`src/rtl/smb_ara_pkg.sv`:
```
// Shared types for the alert-response responder.
// Assumes: nothing beyond the SystemVerilog standard.
package smb_ara_pkg;

    typedef enum logic [2:0] {
        ST_IDLE,   // no transfer of interest
        ST_ADDR,   // shifting in the first byte
        ST_ACK,    // pulling SDA for the acknowledge clock
        ST_TX,     // sending own address or filler bytes
        ST_MACK,   // waiting for the master's ack or nack
        ST_SKIP    // ignoring the bus until START or STOP
    } ara_state_t;

endpackage

```
`src/rtl/smb_line_sync.sv`:
```
// Two-flop synchronizers for SCL and SDA, plus edge and condition detection.
// Assumes: SCL phases last several clk cycles, so one sample per phase is enough.
module smb_line_sync (
    input  logic clk,
    input  logic rst_n,
    input  logic scl_i,
    input  logic sda_i,
    output logic sda_s,
    output logic scl_rise,
    output logic scl_fall,
    output logic start_det,
    output logic stop_det
);

    logic scl_m, scl_s, scl_d;
    logic sda_m, sda_d;

    // Synchronize both wires and keep one delayed copy of each; the idle level is high.
    always_ff @(posedge clk) begin
        if (!rst_n) begin
            scl_m <= 1'b1; scl_s <= 1'b1; scl_d <= 1'b1;
            sda_m <= 1'b1; sda_s <= 1'b1; sda_d <= 1'b1;
        end else begin
            scl_m <= scl_i; scl_s <= scl_m; scl_d <= scl_s;
            sda_m <= sda_i; sda_s <= sda_m; sda_d <= sda_s;
        end
    end

    // Edges of SCL, and SDA transitions while SCL stays high.
    always_comb begin
        scl_rise  = scl_s & ~scl_d;
        scl_fall  = ~scl_s & scl_d;
        start_det = scl_s & scl_d & sda_d & ~sda_s;
        stop_det  = scl_s & scl_d & ~sda_d & sda_s;
    end

endmodule

```
`src/rtl/smb_alert_latch.sv`:
```
// Holds the alert request: set by a pending-interrupt rising edge while enabled,
// cleared by a won response or by disabling the feature.
// Assumes: irq_pending is synchronous to clk.
module smb_alert_latch (
    input  logic clk,
    input  logic rst_n,
    input  logic irq_pending,
    input  logic alert_en,
    input  logic win,
    output logic alert_q
);

    logic irq_d;

    // Track the previous irq level for edge detection.
    always_ff @(posedge clk) begin
        if (!rst_n) irq_d <= 1'b0;
        else        irq_d <= irq_pending;
    end

    // Alert state: a new event takes priority over a release in the same cycle.
    always_ff @(posedge clk) begin
        if (!rst_n)                                       alert_q <= 1'b0;
        else if (!alert_en)                               alert_q <= 1'b0;
        else if (irq_pending && !irq_d)                   alert_q <= 1'b1;
        else if (win)                                     alert_q <= 1'b0;
    end

endmodule

```
`src/rtl/smb_ara_engine.sv`:
```
// Byte-level engine: decodes the first byte, acknowledges the broadcast read,
// returns own address with bitwise arbitration, then fills with ones until a NACK.
// Assumes: SDA is only changed on a detected SCL fall, that is, while SCL is low.
module smb_ara_engine
    import smb_ara_pkg::*;
#(
    parameter int               ADDR_W   = 7,
    parameter logic [ADDR_W-1:0] ARA_ADDR = 7'b0001100
) (
    input  logic              clk,
    input  logic              rst_n,
    input  logic              sda_s,
    input  logic              scl_rise,
    input  logic              scl_fall,
    input  logic              start_det,
    input  logic              stop_det,
    input  logic              alert_active,
    input  logic              alert_en,
    input  logic [ADDR_W-1:0] own_addr,
    output logic              sda_pull,
    output logic              win
);

    localparam int BYTE_W = ADDR_W + 1;
    localparam int CNT_W  = $clog2(BYTE_W);
    localparam logic [CNT_W-1:0] LAST = CNT_W'(BYTE_W - 1);

    ara_state_t        state;
    logic [BYTE_W-1:0] shreg;
    logic [CNT_W-1:0]  bit_cnt;
    logic              got_all;
    logic              first;
    logic              lost;
    logic              hit;

    // First byte matches the broadcast read and this device may answer.
    always_comb hit = (shreg == {ARA_ADDR, 1'b1}) && alert_en && alert_active;

    // Main sequencer for decoding, acknowledging, transmitting and arbitration.
    always_ff @(posedge clk) begin
        if (!rst_n) begin
            state    <= ST_IDLE;
            shreg    <= '0;
            bit_cnt  <= '0;
            got_all  <= 1'b0;
            first    <= 1'b0;
            lost     <= 1'b0;
            sda_pull <= 1'b0;
            win      <= 1'b0;
        end else begin
            win <= 1'b0;
            if (stop_det) begin
                state    <= ST_IDLE;
                sda_pull <= 1'b0;
                lost     <= 1'b0;
            end else if (start_det) begin
                state    <= ST_ADDR;
                bit_cnt  <= '0;
                got_all  <= 1'b0;
                sda_pull <= 1'b0;
                lost     <= 1'b0;
            end else begin
                case (state)
                    ST_ADDR: begin
                        if (scl_rise && !got_all) begin
                            shreg <= {shreg[BYTE_W-2:0], sda_s};
                            if (bit_cnt == LAST) got_all <= 1'b1;
                            else                 bit_cnt <= bit_cnt + 1'b1;
                        end else if (scl_fall && got_all) begin
                            if (hit) begin
                                state    <= ST_ACK;
                                sda_pull <= 1'b1;
                            end else begin
                                state <= ST_SKIP;
                            end
                        end
                    end
                    ST_ACK: begin
                        if (scl_fall) begin
                            shreg    <= {own_addr, 1'b0};
                            bit_cnt  <= '0;
                            sda_pull <= ~own_addr[ADDR_W-1];
                            first    <= 1'b1;
                            state    <= ST_TX;
                        end
                    end
                    ST_TX: begin
                        if (scl_rise && !lost && !sda_pull && !sda_s) begin
                            lost  <= 1'b1;
                            state <= ST_SKIP;
                        end else if (scl_fall) begin
                            if (bit_cnt == LAST) begin
                                sda_pull <= 1'b0;
                                win      <= first;
                                first    <= 1'b0;
                                state    <= ST_MACK;
                            end else begin
                                shreg    <= {shreg[BYTE_W-2:0], 1'b1};
                                sda_pull <= ~shreg[BYTE_W-2];
                                bit_cnt  <= bit_cnt + 1'b1;
                            end
                        end
                    end
                    ST_MACK: begin
                        if (scl_rise && sda_s) begin
                            state <= ST_SKIP;
                        end else if (scl_fall) begin
                            shreg    <= '1;
                            bit_cnt  <= '0;
                            sda_pull <= 1'b0;
                            state    <= ST_TX;
                        end
                    end
                    default: ;
                endcase
            end
        end
    end

endmodule

```
`src/rtl/smb_alert_responder.sv`:
```
// Top of the alert-response responder: synchronizer, alert latch and byte engine.
// Assumes: outputs feed open-drain pads (1 = pull low); clk oversamples SCL.
module smb_alert_responder #(
    parameter int               ADDR_W   = 7,
    parameter logic [ADDR_W-1:0] ARA_ADDR = 7'b0001100
) (
    input  logic              clk,
    input  logic              rst_n,
    input  logic              scl_i,
    input  logic              sda_i,
    input  logic              irq_pending,
    input  logic              alert_en,
    input  logic [ADDR_W-1:0] own_addr,
    output logic              alert_pull,
    output logic              sda_pull
);

    logic sda_s, scl_rise, scl_fall, start_det, stop_det;
    logic win;

    smb_line_sync u_sync (
        .clk       (clk),
        .rst_n     (rst_n),
        .scl_i     (scl_i),
        .sda_i     (sda_i),
        .sda_s     (sda_s),
        .scl_rise  (scl_rise),
        .scl_fall  (scl_fall),
        .start_det (start_det),
        .stop_det  (stop_det)
    );

    smb_alert_latch u_latch (
        .clk         (clk),
        .rst_n       (rst_n),
        .irq_pending (irq_pending),
        .alert_en    (alert_en),
        .win         (win),
        .alert_q     (alert_pull)
    );

    smb_ara_engine #(.ADDR_W(ADDR_W), .ARA_ADDR(ARA_ADDR)) u_eng (
        .clk          (clk),
        .rst_n        (rst_n),
        .sda_s        (sda_s),
        .scl_rise     (scl_rise),
        .scl_fall     (scl_fall),
        .start_det    (start_det),
        .stop_det     (stop_det),
        .alert_active (alert_pull),
        .alert_en     (alert_en),
        .own_addr     (own_addr),
        .sda_pull     (sda_pull),
        .win          (win)
    );

endmodule

```
`config.mk`:
```
export PLATFORM = sky130hd
export DESIGN_NAME = smb_alert_responder
export DESIGN_NICKNAME = d
export VERILOG_FILES = /design/src/rtl/smb_ara_pkg.sv /design/src/rtl/smb_line_sync.sv /design/src/rtl/smb_alert_latch.sv /design/src/rtl/smb_ara_engine.sv /design/src/rtl/smb_alert_responder.sv
export SDC_FILE = /design/constraint.sdc
export NUM_CORES = 1
export LEC_CHECK = 0
export BUFFER_PORTS_ARGS = -buffer_cell sky130_fd_sc_hd__buf_4
export CORE_AREA = 8 8 85 87
export DETAILED_ROUTE_END_ITERATION = 6
export DIE_AREA = 0 0 93 95
export PLACE_DENSITY = 0.44
export SKIP_LAST_GASP = 1
export SLEW_MARGIN = 0
export SYNTH_ARGS = -nofsm -noshare
export SYNTH_HDL_FRONTEND = slang
export SYNTH_SLANG_ARGS = --single-unit
```
`constraint.sdc`:
```
create_clock -name clk -period 1.7 [get_ports clk]
set_input_delay 0.17 -clock clk [delete_from_list [all_inputs] [get_ports clk]]
set_output_delay 0.17 -clock clk [all_outputs]
set_load 0.1 [all_outputs]
```
==> results of run 1 <==
==> synth_stat cells (2+ instances only) <==
| cell type | count |
|---|---|
| or3b_1 | 2 |
| clkbuf_1 | 5 |
| nand2_1 | 16 |
| and2_1 | 4 |
| nand3_1 | 9 |
| and3_1 | 2 |
| nor2b_4 | 2 |
| nor2b_1 | 11 |
| nand3_2 | 2 |
| mux2i_1 | 4 |
| a21oi_1 | 7 |
| nand2b_1 | 8 |
| buf_4 | 2 |
| nand3b_1 | 2 |
| ha_1 | 2 |
| nor2_1 | 4 |
| o21ai_0 | 15 |
| a31oi_1 | 3 |
| and3b_1 | 3 |
| inv_1 | 3 |
| o21a_1 | 3 |
| o211ai_1 | 7 |
| nor3_1 | 11 |
| dfxtp_1 | 27 |
| o21ai_2 | 8 |
| buf_6 | 2 |
| buf_2 | 4 |
| nand4b_1 | 2 |
| buf_1 | 2 |
==> worst reg2reg max path: cells and delay by family (launching register included) <==
family / cells / cell delay [ns]
AOI/OAI and AO/OA: 3 / 0.42
and+or+nand+nor: 2 / 0.41
buffers and inverters: 1 / 0.18
adders and majority gates: 2 / 0.31
DFF: 1 / 0.35
==> final timing paths <==
kind / to / cells after the start
setup / recovery: u_eng.shreg[7] / 8
hold / removal: u_sync.scl_m / 2
setup reg to reg: u_eng.shreg[7] / 8
hold reg to reg: u_sync.scl_s / 1
==> metrics by stage <==
step | util | worst slack [ns] | instance area, sq um | power (mW) | std cells
after floorplan | - | -0.001084 | 1662 | 0.7622 | 195
after global placement | 0.3322 | -0.005608 | 1932 | 0.8196 | 288
after detailed placement | 0.3322 | -0.03868 | 1932 | 0.8200 | 288
after CTS | 0.3399 | -0.06632 | 1977 | 1.195 | 292
after global routing | 0.3548 | -0.1202 | 2063 | 1.245 | 293
final | 0.3548 | -0.06330 | 2063 | 1.190 | 293
==> routing by layer <==
layer,GRT usage,share of wire,wire (microns),vias up
met5,0,0,0,-
met2,0.1663,0.49,1994,16
met3,0.02063,0.029,118,2
li1,-,-,-,752
met1,0.1208,0.47,1922,701
met4,0.02013,0.0081,33,0
==> power by group through the flow <==
stage | Clock [mW] | Sequential, mW | Combinational [mW]
floorplan | 0 | 0.674 | 0.0883
finish | 0.373 | 0.659 | 0.158
global route | 0.408 | 0.662 | 0.175
CTS | 0.389 | 0.657 | 0.149
detailed placement | 0 | 0.672 | 0.148
global placement | 0 | 0.672 | 0.147
==> area by class of cell <==
| cell class | instances | area (sq um) | area share |
|---|---|---|---|
| multi-input combinational | 149 | 1076 | 0.5215 |
| inverter | 4 | 15.01 | 0.007277 |
| sequential | 27 | 548.0 | 0.2656 |
| clock buffer | 4 | 45.04 | 0.02183 |
| tap | 75 | 93.84 | 0.04548 |
| timing repair buffer | 34 | 285.3 | 0.1383 |
==> repair_timing <==
| action | in CTS | in global routing |
|---|---|---|
| endpoints found under the setup margin | 8 | 11 |
| resized for setup | 0 | 13 |
| cloned | 0 | 1 |
| pin swaps | 0 | 6 |
==> kinds of logic (layout without fill, tap and decap cells) <==
group / Yosys count / in the layout / share of synthesized area
flops: 27 / 27 / 0.3288
compound gates: 56 / 56 / 0.2428
mux: 4 / 4 / 0.02435
simple gates: 86 / 86 / 0.3234
fa+ha+maj: 2 / 2 / 0.01522
xor+xnor: 1 / 1 / 0.005328
buf+inv: 19 / 42 / 0.06012
==> impl_metrics.tcl, run 1 <==
set metrics [dict create \
    pin_count 15 \
    cts_root_buf "clkbuf_8" \
    critPathMaxStageDelay_ns 0.35 \
    min_period_ns 1.763 \
    worstPathMaxFanout 8 \
    ys_async_sr_fraction 0 \
    reg.largest.list "u_eng.shreg (8), u_eng.bit_cnt (3), u_eng.state (3)" \
    power_frac_comb 0.133 \
    std_cell_rows 28 \
    seqPwrFrac 0.554 \
    grt_pass1_vias 1452 \
    htree_levels 1 \
    regMostFlops "u_eng.shreg" \
    r2r_setup_slack_ns -0.06 \
    clkSlewWorstSetupHoldPaths_ns 0.10 \
    cp_common_cell "ha_4" \
    worstSetupStartpoint "u_eng.bit_cnt[0]" \
    switching_share 0.2504 \
    yosysSeqAreaShare 0.3288 \
    firstDrtPassIters 4 \
    syn_area_sq_mm 0.001644 \
    antenna_left 0 \
    relSlewSlack 0.7933 \
    maxCapViolCount 0 \
    nNetsFinal 234 \
    clockBufferDepth 2 \
    tightest_slew_ns 0.3101 \
    fmax_mhz 567.1 \
    die-area_sq_mm 0.008835 \
    fin_ws_ns -0.06330 \
    crit_buf_inv 1 \
    synthTopCellsByArea "dfxtp_1, o21ai_0, o21ai_2, nor2b_1, nand2_1" \
    numCtsBuffers 3 \
    rsz0062_at_grt "true" \
    synth_cell_types 52 \
    largest_reg_flops 8 \
    failed_checks "negative setup slack" \
    place.port_buffers 14 \
    cts_tree "done" \
    syn-instance-count 195 \
    r2r-start "u_eng.bit_cnt[0]" \
    drc 0 \
    synth_edf_count 0 \
    synth-seq-cells 27 \
    ctsHoldBuffers 0 \
    vdd_drop_max_mv 0.4309 \
    dpl.hpwl_microns 3088 \
    drt_first_iter_violations 64 \
    nFillCells 645 \
    vias_per_cell 5.020 \
    die_width_microns 93 \
    p_sw_mw 0.2979 \
    avgRoutedWirePerCell_microns 13.89 \
    grt_max_degree 24 \
    postCtsSetupRepairBufs 0 \
    path_class "flip-flop to flip-flop" \
    layout_common_cells "buf_4, dfxtp_1, nand2_1" \
    setup_viol 8 \
    yosysTopAreaCell "dfxtp_1" \
    clk_latency_ns 0.27 \
    crit_path_top_delay_cell "dfxtp_2" \
    grt_use_total 0.09662 \
    initial_core_util 0.2827 \
    path_delay_family "compound AO/OA/AOI/OAI gates" \
    vias 1471 \
    required_ns 1.87 \
    synth.net_count 210 \
    outcome "finished with violations" \
    routed_wl_microns 4069 \
    antenna_cells 0 \
    area_growth_pct 25.49 \
    grt-ovfl-total 0 \
    syn_avg_cell_area_sq_um 8.431 \
    synthFlopType "dfxtp_1" \
    fin_skew_ns 0.005773 \
    final_hold_viol_count 0 \
    p_leak_nw 0.7771 \
    drive_gt1_frac 0.3349 \
    report.final.slew_viol_count 0 \
    end_kind "flip-flop" \
    fp.dieH_microns 95 \
    hp-class "primary input to flip-flop" \
    routabilityCongestion 0.7693 \
    fin_tns_setup_ns -0.4315 \
    core_area_sq_mm 0.005816 \
    antenna_found_initial 0 \
    cp_cell_sequence "ha_4 -> ha_4 -> or3b_1 -> a31oi_1 -> o22ai_2 -> buf_12 -> nand3_2 -> o21ai_2" \
    intPower_mw 0.8919 \
    hp-start "scl_i" \
    clockPowerShare 0.313 \
    power_density_mw_per_mm2 576.7 \
    arrival_ns 1.93 \
    period_share 1.037 \
    start_kind "flip-flop" \
    cts.sinks 27 \
    synth_top_area_frac 0.3288 \
    ys_warn_count 0 \
    grt_first_pass_wirelength_microns 7003 \
    final_common_cell "buf_4" \
    holdWs_ns 0.06912 \
]
Power figures use the tool's default switching activity.
==> inputs of run 2 (changes only) <==
- CORE_AREA: 8 8 85 87 -> 8 8 65 67
- DIE_AREA: 0 0 93 95 -> 0 0 73 75
- PLACE_DENSITY: 0.44 -> 0.72
==> run 2 against run 1 <==
  * Die area decreased by 38%
  * Core utilization increased by 23 points
  * Maximum frequency increased by 0.65%
  * Global-route usage increased by 4.7 points
  * Sequential share of layout area increased by 2.4 points
  * Largest cell class unchanged
  * Largest power group unchanged
  * Hold slack got worse by 0.017 ns
  * Clock power decreased by 23%
  * Critical path type unchanged
  * Non-clock buffer count decreased by 7
  * The run still ends with negative setup slack left
==> impl_metrics.tcl, run 2 (synthesis gave the netlist of run 1 again) <==
set metrics [dict create \
    outcome "finished with violations" \
    failed_checks "negative setup slack" \
    final_cell_area_sq_mm 0.001889 \
    grt_max_degree 33 \
    final_util 0.5846 \
    seqCellArea_sq_um 548.0 \
    grt_pass1_vias 1327 \
    vdd_drop_max_mv 0.3796 \
    regMostFlops "u_eng.shreg" \
    report.final.slew_viol_count 0 \
    drt_first_iter_violations 79 \
    place_area_sq_mm 0.001836 \
    r2r-end "u_eng.shreg[0]" \
    clockBufferDepth 2 \
    clk_latency_ns 0.34 \
    hold_path_depth 2 \
    routed_wl_microns 3754 \
    initial_core_util 0.5087 \
    period_share 1.030 \
    clkSlewWorstSetupHoldPaths_ns 0.14 \
    met2_usage 0.2433 \
    die-area_sq_mm 0.005475 \
    fin_skew_ns 0.01275 \
    fp.dieH_microns 75 \
    fin_ws_ns -0.05184 \
    antenna_left 0 \
    area_growth_pct 14.92 \
    place.port_buffers 14 \
    switching_share 0.2613 \
    reg2reg_depth 8 \
    htree_levels 1 \
    clockPowerShare 0.262 \
    largest_reg_flops 8 \
    reg.largest.list "u_eng.shreg (8), u_eng.bit_cnt (3), u_eng.state (3)" \
    end_kind "flip-flop" \
    drive_gt1_frac 0.2844 \
    arrival_ns 1.99 \
    numCtsBuffers 3 \
    multiInputGateArea_sq_mm 0.001021 \
    postCtsSetupRepairBufs 0 \
    grt-ovfl-total 0 \
    core_area_sq_mm 0.003232 \
    setup_viol 7 \
    nNetsFinal 227 \
    start_kind "flip-flop" \
    whs_endpoint "u_latch.irq_d" \
    final_common_cell "buf_4" \
    required_ns 1.94 \
    routabilityCongestion 0.8544 \
    maxCapViolCount 0 \
    hp-class "primary input to flip-flop" \
    vias_per_cell 5.767 \
    p_sw_mw 0.2849 \
    die_width_microns 73 \
    cts.sinks 27 \
    seqPwrFrac 0.607 \
    relSlewSlack 0.7795 \
    busiest_layer "met2" \
    hp-start "irq_pending" \
    vias 1482 \
    p_leak_nw 0.7235 \
    drc 0 \
    tightest_slew_ns 0.3308 \
    grt_use_total 0.1431 \
    r2r-start "u_eng.bit_cnt[1]" \
    fin_cells 257 \
    std_cell_rows 21 \
    r2r_setup_slack_ns -0.05 \
    power_density_mw_per_mm2 576.9 \
    worstPathMaxFanout 16 \
    intPower_mw 0.8051 \
    antenna_found_initial 0 \
    grt_first_pass_wirelength_microns 6279 \
    pin_count 15 \
    min_period_ns 1.752 \
    grt_use_met3 0.02796 \
    dpl.hpwl_microns 2755 \
    layout_common_cells "buf_4, dfxtp_1, nand2_1" \
    path_class "flip-flop to flip-flop" \
    power_frac_comb 0.131 \
    cts_root_buf "clkbuf_4" \
    fin_tns_setup_ns -0.2506 \
    fmax_mhz 570.8 \
    antenna_cells 0 \
    cts_tree "done" \
    grt_util_met1 0.1760 \
    firstDrtPassIters 5 \
    dp.cells 251 \
    rsz0062_at_grt "true" \
    final_hold_viol_count 0 \
    avgRoutedWirePerCell_microns 14.61 \
    nFillCells 305 \
]
==> run 2: worst max-delay path by stage <==
stage | from | end
floorplan | u_eng.bit_cnt[1] | u_eng.shreg[2]
global route | u_eng.bit_cnt[1] | u_eng.shreg[4]
detailed placement | u_eng.bit_cnt[1] | u_eng.shreg[1]
global placement | u_eng.bit_cnt[1] | u_eng.shreg[4]
CTS | u_eng.bit_cnt[1] | u_eng.shreg[0]
finish | u_eng.bit_cnt[1] | u_eng.shreg[0]
==> run 2: metal layers <==
metal,vias up,part of all wire,wire (microns)
met5,-,0,0
met4,0,0.013,48
met3,7,0.042,158
met2,39,0.48,1795
met1,695,0.47,1752
li1,741,-,-
==> run 2: timing repair <==
action | in CTS | in global routing
pin swaps | 0 | 0
hold buffers | 0 | 2
setup endpoints to repair | 8 | 14
resized for setup | 2 | 3
hold endpoints to repair | 0 | 2
==> run 2: power by group through the flow <==
stage / clock network (mW) / registers (mW) / logic, mW
floorplan: 0 / 0.674 / 0.0883
global placement: 0 / 0.673 / 0.134
detailed placement: 0 / 0.674 / 0.138
CTS: 0.283 / 0.661 / 0.139
global route: 0.314 / 0.664 / 0.156
finish: 0.286 / 0.661 / 0.143
==> run 2: worst max-delay path, stage by stage (launching register included) <==
cell and delay, ns:
dfxtp_2 0.35, ha_2 0.19, ha_4 0.15, or3b_1 0.37, a31oi_1 0.17, o22ai_2 0.11, buf_12 0.17, nand3_1 0.09
o21ai_2 0.06
==> run 2: cell type report <==
type | count | area share
inverter | 4 | 0.007947
multi-input combinational | 149 | 0.5404
tap | 46 | 0.03046
sequential | 27 | 0.2901
timing repair buffer | 27 | 0.1166
clock inverter | 1 | 0.002649
clock buffer | 3 | 0.01192
==> run 2: per-stage QoR <==
step	setup WS (ns)	hold slack [ns]	total power, mW
6_report	-0.05184	0.05206	1.090
5_1_grt	-0.1147	0.04896	1.134
4_1_cts	-0.05864	0.004134	1.082
3_5_place_dp	-0.04294	0.3568	0.8122
3_3_place_gp	-0.0003056	0.3563	0.8072
2_1_floorplan	-0.001084	0.2715	0.7622
==> inputs of run 3 (changes only) <==
- CORE_AREA: 8 8 65 67 -> 2 2 59 61
- DIE_AREA: 0 0 73 75 -> 0 0 61 63
==> run 3 against run 2 <==
  * Global-route usage up 5.8 points
  * Via count down 0.81%
  * Final area up 4.9%
  * Core utilization up 2.9 points
  * Cell count down 0.39%
  * Register-to-register slack about the same
  * Largest cell class unchanged
  * Non-clock buffer count down 1
  * Die area down 30%
  * The flow still finishes with violations (negative setup slack)
  * First-iteration DRC count down 8.9%
  * Sequential share of layout area down 1.4 points
==> impl_metrics.tcl, run 3 (synthesis gave the netlist of run 1 again) <==
set metrics [dict create \
    power_density_mw_per_mm2 552.2 \
    grt_pass1_vias 1391 \
    relSlewSlack 0.7492 \
    die_width_microns 61 \
    reg.largest.list "u_eng.shreg (8), u_eng.bit_cnt (3), u_eng.state (3)" \
    cts_root_buf "clkbuf_4" \
    final_hold_viol_count 0 \
    arrival_ns 1.99 \
    hp-class "primary input to flip-flop" \
    rsz0062_at_grt "true" \
    power_frac_comb 0.140 \
    dpl.hpwl_microns 2549 \
    fin_cells 256 \
    grt_first_pass_wirelength_microns 6072 \
    clockBufferDepth 2 \
    die-area_sq_mm 0.003843 \
    grt_max_degree 33 \
    seqPwrFrac 0.605 \
    vias 1470 \
    period_share 1.025 \
    worstPathMaxFanout 8 \
    routed_wl_microns 3544 \
    largest_reg_flops 8 \
    grt_use_total 0.2008 \
    antenna_cells 0 \
    std_cell_rows 21 \
    fin_skew_ns 0.009179 \
    failed_checks "negative setup slack" \
    p_sw_mw 0.2801 \
    numCtsBuffers 3 \
    multiInputGateArea_sq_mm 0.001092 \
    place.port_buffers 14 \
    seqCellArea_sq_um 546.8 \
    p_leak_nw 0.7317 \
    vdd_drop_max_mv 0.4563 \
    vias_per_cell 5.742 \
    antenna_found_initial 0 \
    htree_levels 1 \
    min_period_ns 1.742 \
    outcome "finished with violations" \
    cts_tree "done" \
    regMostFlops "u_eng.shreg" \
    clockPowerShare 0.255 \
    drc 0 \
    required_ns 1.94 \
    start_kind "flip-flop" \
    firstDrtPassIters 4 \
    final_common_cell "dfxtp_1" \
    fmax_mhz 574.0 \
    report.final.slew_viol_count 0 \
    layout_common_cells "dfxtp_1, buf_4, nand2_1" \
    fp.dieH_microns 63 \
    clkSlewWorstSetupHoldPaths_ns 0.14 \
    drive_gt1_frac 0.3095 \
    area_growth_pct 20.55 \
    path_class "flip-flop to flip-flop" \
    core_area_sq_mm 0.003232 \
    dp.cells 250 \
    cts.sinks 27 \
    clk_latency_ns 0.33 \
    grt-ovfl-total 0 \
    initial_core_util 0.5087 \
    holdWs_ns 0.01820 \
    drt_first_iter_violations 72 \
    pin_count 15 \
    setup_viol 8 \
    nNetsFinal 226 \
    intPower_mw 0.8143 \
    r2r_setup_slack_ns -0.04 \
    total_power_mw 1.094 \
    antenna_left 0 \
    nFillCells 308 \
    switching_share 0.2559 \
    tightest_slew_ns 0.3722 \
    fin_ws_ns -0.04201 \
    maxCapViolCount 0 \
    routabilityCongestion 0.8640 \
    end_kind "flip-flop" \
    avgRoutedWirePerCell_microns 13.84 \
]
[run 3: power by group through the flow]
stage | Sequential [mW] | Clock, mW | Combinational [mW]
global route | 0.665 | 0.318 | 0.168
global placement | 0.673 | 0 | 0.132
finish | 0.662 | 0.279 | 0.154
detailed placement | 0.673 | 0 | 0.136
CTS | 0.660 | 0.284 | 0.136
floorplan | 0.674 | 0 | 0.0883
[run 3: worst paths after layout]
check,from,cells after the start,to
setup / recovery,u_eng.bit_cnt[0],8,u_eng.shreg[4]
hold / removal,scl_i,2,u_sync.scl_m
setup reg to reg,u_eng.bit_cnt[0],8,u_eng.shreg[4]
hold reg to reg,u_sync.scl_m,1,u_sync.scl_s
[run 3: final cells by class]
type / count / area share
clock buffer: 4 / 0.01326
inverter: 4 / 0.007576
multi-input combinational: 149 / 0.5511
sequential: 27 / 0.2759
tap: 46 / 0.02904
timing repair buffer: 26 / 0.1231
[run 3: metrics by stage]
stage / utilization / worst slack, ns / setup TNS, ns / cell area [sq um]
CTS: 0.5780 / -0.05660 / -0.3608 / 1868
floorplan: - / -0.001084 / -0.001084 / 1662
global placement: 0.5695 / 0.005432 / 0 / 1841
global route: 0.6132 / -0.08550 / -0.6335 / 1982
finish: 0.6132 / -0.04201 / -0.2663 / 1982
detailed placement: 0.5695 / -0.04401 / -0.2457 / 1841
[run 3: timing repair]
| action | CTS | global route |
|---|---|---|
| resized for setup | 1 | 15 |
| endpoints found under the setup margin | 8 | 13 |
| gates cloned | 0 | 1 |
| hold buffers | 0 | 1 |
| endpoints found under the hold margin | 0 | 1 |
| setup buffers | 0 | 0 |
| pin swaps | 0 | 4 |
[run 3: worst max-delay path, cell delays in order (launching register included)]
cell	delay, ns
dfxtp_2	0.36
ha_4	0.16
ha_4	0.15
or3b_4	0.37
a31oi_4	0.21
o22ai_4	0.12
buf_12	0.16
nand3_2	0.07
o21ai_2	0.05
[run 3: metal layers]
| metal | up-vias | wire [microns] | share of wire | global-route usage |
|---|---|---|---|---|
| li1 | 735 | - | - | - |
| met1 | 692 | 1550 | 0.44 | 0.2503 |
| met2 | 38 | 1788 | 0.50 | 0.3495 |
| met3 | 5 | 159 | 0.045 | 0.02484 |
| met4 | 0 | 45 | 0.013 | 0.05978 |
| met5 | - | 0 | 0 | 0 |
